**config.mk**
```make
export PLATFORM = sky130hd
export DESIGN_NAME = pv_read_port
export DESIGN_NICKNAME = d
export VERILOG_FILES = /design/src/rtl/pv_read_port.sv
export SDC_FILE = /design/constraint.sdc
export NUM_CORES = 1
export LEC_CHECK = 0
export BUFFER_PORTS_ARGS = -buffer_cell sky130_fd_sc_hd__buf_2
export CAP_MARGIN = 20
export CORE_AREA = 2 2 64 66
export DETAILED_ROUTE_END_ITERATION = 16
export DIE_AREA = 0 0 66 68
export PLACE_DENSITY = 0.81
export SETUP_SLACK_MARGIN = 0.3
export SYNTH_ARGS = -nofsm -noshare
export SYNTH_HDL_FRONTEND = slang
export SYNTH_SLANG_ARGS = --single-unit
```
**constraint.sdc**
```tcl
create_clock -name clk -period 2.44 [get_ports clk]
set_clock_uncertainty 0.2 [all_clocks]
set_input_delay 0.732 -clock clk [delete_from_list [all_inputs] [get_ports clk]]
set_output_delay 0.732 -clock clk [all_outputs]
set_load 0.03 [all_outputs]
```
**src/rtl/pv_read_port.sv**
```systemverilog
module pv_read_port #(
  parameter int W    = 12,
  parameter int SYNC = 2
) (
  input  logic         clk,
  input  logic         rst_n,
  input  logic [W-1:0] pos_in,
  input  logic [W-1:0] vel_in,
  input  logic         smp_n,
  input  logic         cs_n,
  input  logic         rd_n,
  input  logic         sel_pos,
  input  logic         par_mode,
  output logic [W-1:0] bus_q,
  output logic         bus_oe,
  output logic         mon_clr
);

  logic [SYNC-1:0] smp_sh, cs_sh, rd_sh;
  logic            smp_d, rd_d;
  logic [W-1:0]    pos_h, vel_h;

  always_ff @(posedge clk or negedge rst_n)
    if (!rst_n) begin
      smp_sh <= '1;
      cs_sh  <= '1;
      rd_sh  <= '1;
      smp_d  <= 1'b1;
      rd_d   <= 1'b1;
    end else begin
      smp_sh <= {smp_sh[SYNC-2:0], smp_n};
      cs_sh  <= {cs_sh[SYNC-2:0], cs_n};
      rd_sh  <= {rd_sh[SYNC-2:0], rd_n};
      smp_d  <= smp_sh[SYNC-1];
      rd_d   <= rd_sh[SYNC-1];
    end

  wire smp_s    = smp_sh[SYNC-1];
  wire cs_s     = cs_sh[SYNC-1];
  wire rd_s     = rd_sh[SYNC-1];
  wire smp_fall = smp_d & ~smp_s;
  wire smp_rise = ~smp_d & smp_s;
  wire rd_load  = rd_d & ~rd_s & ~cs_s & par_mode;

  wire [W-1:0] pos_nx = smp_fall ? pos_in : pos_h;
  wire [W-1:0] vel_nx = smp_fall ? vel_in : vel_h;

  always_ff @(posedge clk or negedge rst_n)
    if (!rst_n) begin
      pos_h   <= '0;
      vel_h   <= '0;
      bus_q   <= '0;
      bus_oe  <= 1'b0;
      mon_clr <= 1'b0;
    end else begin
      pos_h   <= pos_nx;
      vel_h   <= vel_nx;
      mon_clr <= smp_rise;
      bus_oe  <= par_mode & ~cs_s & ~rd_s;
      if (rd_load) bus_q <= sel_pos ? pos_nx : vel_nx;
    end

endmodule


```
==> results by group <==
Detailed routing
  – Detail Route Antenna Nets: 0
  – Wirelength per Cell: ~16 um
  – Drt total wl: 3360 um
  – First-pass iteration count of the detailed router: 2
  – Vias per std cell: about 5.2
  – Residual DRC count: 0
  – First-iteration detailed-routing DRC count: 6
  – DR vias: approximately 1100

Power
  – Maximum vdd ir drop: slightly above 0.4 mV
  – Pwr dens: approximately 790 nW/um^2
  – LEAKAGE: 1.06 nW

Timing
  – Worst Max-Slew Pin Slew: approximately 0.54 ns
  – Max-slew violations: 0
  – Min Tclk post-route: 2.03 ns
  – TNS Setup: 0 ns
  – Unrepaired setup endpoints after global routing: no
  – Fmax: around 490 MHz
  – Worst slew margin: 64.1%
  – Post-route clock period utilization: a little over four fifths
  – Endpoints failing hold: 0
  – Final setup viols: 0

GRT
  – GR Util All Layers: between 15 and 20%
  – Number of global-route vias before repair: 1178
  – Total grt overflow: 0
  – Initial antenna violation count: 0
  – Pin count of the biggest net entering global routing: 25
  – First-pass GRT wire length: around 5400 um

Critical path
  – Reg2Reg Depth: 3
  – Critical-path cell list: nand2b_4 -> mux4_1 -> mux2_2
  – Slowest-stage cell, CP: mux4_1
  – Terminus of the critical flop-to-flop path: bus_q[5]$_DFFE_PN0P_
  – Critical Path Max Stage Delay: roughly 0.60 ns
  – Setup crit start kind: flop
  – Top Family by Delay on Critical Path: multiplexers
  – Critical path peak fanout: 15
  – CP endpoint kind: flop
  – Reg2Reg Launch Point: smp_sh[1]$_DFF_PN1_
  – Crit Path Class: reg -> reg
  – CP Buf/Inv Count: 0
  – Req. time, crit path: between 2 and 2.5 ns
  – Critical path data arrival time: around 2 ns
  – R2R Setup Slk: 0.41 ns

Synth
  – Synth top area cells: dfrtp_1 (49%), mux2_2 (19%), dfstp_2 (11%)
  – Seq/Total Area, Yosys: between 50% and 60%
  – Gate Count Post-Synth: ~100
  – Synth Cell Area: just under 2000 um^2
  – Share of the synthesized area in the top cell type: about 49%
  – Synthesized area per cell: 18.8 um^2
  – Post-synthesis cell type count: 14
  – Flops & latches, synth: 46
  – Synth Net Count: approximately 140
  – Yosys warns: 0
  – Cell taking the most area after synthesis: dfrtp_1

Placed design
  – Input/output buffers: 44
  – Placed inst area: 2240 um^2
  – Gpl congestion: 0.691
  – DP HPWL: ~2400 um

Floorplanning
  – Cell row count: 23
  – Die H: between 60 and 70 um
  – Initial core utilization: 50.7%
  – Die area: 4490 um^2
  – CORE AREA: just under 4000 um^2
  – Die W: 66 um
  – Io pins: 45

Final layout
  – # nets final: about 190
  – Final Util: approximately three fifths
  – Commonest non-fill, non-tap cell in the layout: buf_2
  – Layout cells sized above 1: approximately two thirds
  – Area of the multi-input gates: 757 um^2
  – Design area: 2330 um^2
  – Reg area: roughly 1200 um^2
  – Most frequent cells in the layout: buf_2 (44), dfrtp_1 (38), mux2_2 (33), dfstp_2 (8), mux4_1 (7)
  – Fillers: approximately 320
  – Area grow syn2layout: 19.1%
  – Count of inserted antenna diode cells: 0

CTS
  – Clock-pin slew on the worst setup and hold paths: roughly 0.070 ns
  – CTS root buf: clkbuf_8
  – TritonCTS clock tree: built
  – H-tree levels: 2
  – CTS Buffer Depth: 2
  – CTS sink cnt: between 40 and 50
  – Postcts setup bufs: 0
  – Cts repair resizes: 0
  – Inserted Clock Buffers: 5
  – Clk_lat worst skew: about 0.29 ns

Worst hold path
  – WHS Path Cells: 0
  – Worst Hold End: cs_sh[1]$_DFF_PN1_
  – Hold_sp: cs_sh[0]$_DFF_PN1_
  – Hold crit path type: reg -> reg

Job
  – Max-Cap Viols: 0

Outcome
  – Outcome: finished clean
## final cells by class
class                           count  share of cell area, %
Clock buffer                        7                   3.28
Multi-Input combinational cell     53                   32.5
Sequential cell                    46                   49.9
Tap cell                           50                   2.69
Timing Repair Buffer               49                   11.6
## per-stage QoR
step | total power [mW] | hold WS [ns] | std cells | setup slack [ns]
5_1_grt | 1.95 | 0.159 | 205 | 0.334
4_1_cts | 1.88 | 0.155 | 205 | 0.387
6_report | 1.85 | 0.155 | 205 | 0.408
3_5_place_dp | 1.45 | 0.147 | 197 | 0.252
2_1_floorplan | 1.29 | 0.145 | 104 | 0.439
3_3_place_gp | 1.43 | 0.146 | 197 | 0.348
## layer usage
| layer | routed length, um | track usage, % | vias to the layer above |
|---|---|---|---|
| li1 | - | - | 493 |
| met1 | 1230 | 18.5 | 552 |
| met2 | 1900 | 30.8 | 25 |
| met3 | 169 | 5.26 | 6 |
| met4 | 55 | 7.91 | 0 |
| met5 | 0 | 0 | - |
## power by group
group | switching [mW] | internal [mW]
registers | 0.0647 | 0.899
clock network | 0.221 | 0.197
logic | 0.248 | 0.219
total | 0.533 | 1.32
## synthesized netlist by cell type
| master | count |
|---|---|
| mux2_2 | 33 |
| dfstp_2 | 8 |
| buf_8 | 1 |
| mux4_1 | 7 |
| dfrtp_1 | 38 |
| buf_2 | 3 |
| and2_1 | 1 |
| mux2_4 | 3 |
| buf_6 | 1 |
| nor3b_1 | 1 |
| clkbuf_1 | 1 |
| and2b_1 | 1 |
| mux4_2 | 5 |
| nand2b_4 | 1 |
## kinds of logic after synthesis
group,count (synthesis),synth area share (%)
DFF,46,59.4
buffers and inverters,6,2.30
and+or+nand+nor,4,1.79
muxes,48,36.5
## what timing repair did
item                                   CTS  global route
setup endpoints to repair                1             0
hold buffers                             0             0
endpoints found under the hold margin    0             0
## worst max path at each step
stage                           end  slack (ns)                 from  depth (start not counted)
2_1_floorplan  bus_q[1]$_DFFE_PN0P_        0.44             par_mode                          4
3_3_place_gp   bus_q[6]$_DFFE_PN0P_        0.35  smp_sh[1]$_DFF_PN1_                          3
3_5_place_dp   bus_q[6]$_DFFE_PN0P_        0.25             par_mode                          5
4_1_cts        bus_q[5]$_DFFE_PN0P_        0.39  smp_sh[1]$_DFF_PN1_                          3
5_1_grt        bus_q[5]$_DFFE_PN0P_        0.33  smp_sh[1]$_DFF_PN1_                          3
6_report       bus_q[5]$_DFFE_PN0P_        0.41  smp_sh[1]$_DFF_PN1_                          3
## sequential cells by signal (all words and copies together), names as in the netlist
signal,count
bus_oe,1
bus_q,12
cs_sh,2
mon_clr,1
pos_h,12
rd_d,1
rd_sh,2
smp_d,1
smp_sh,2
vel_h,12
No activity file was read; power rests on OpenSTA's default activity.
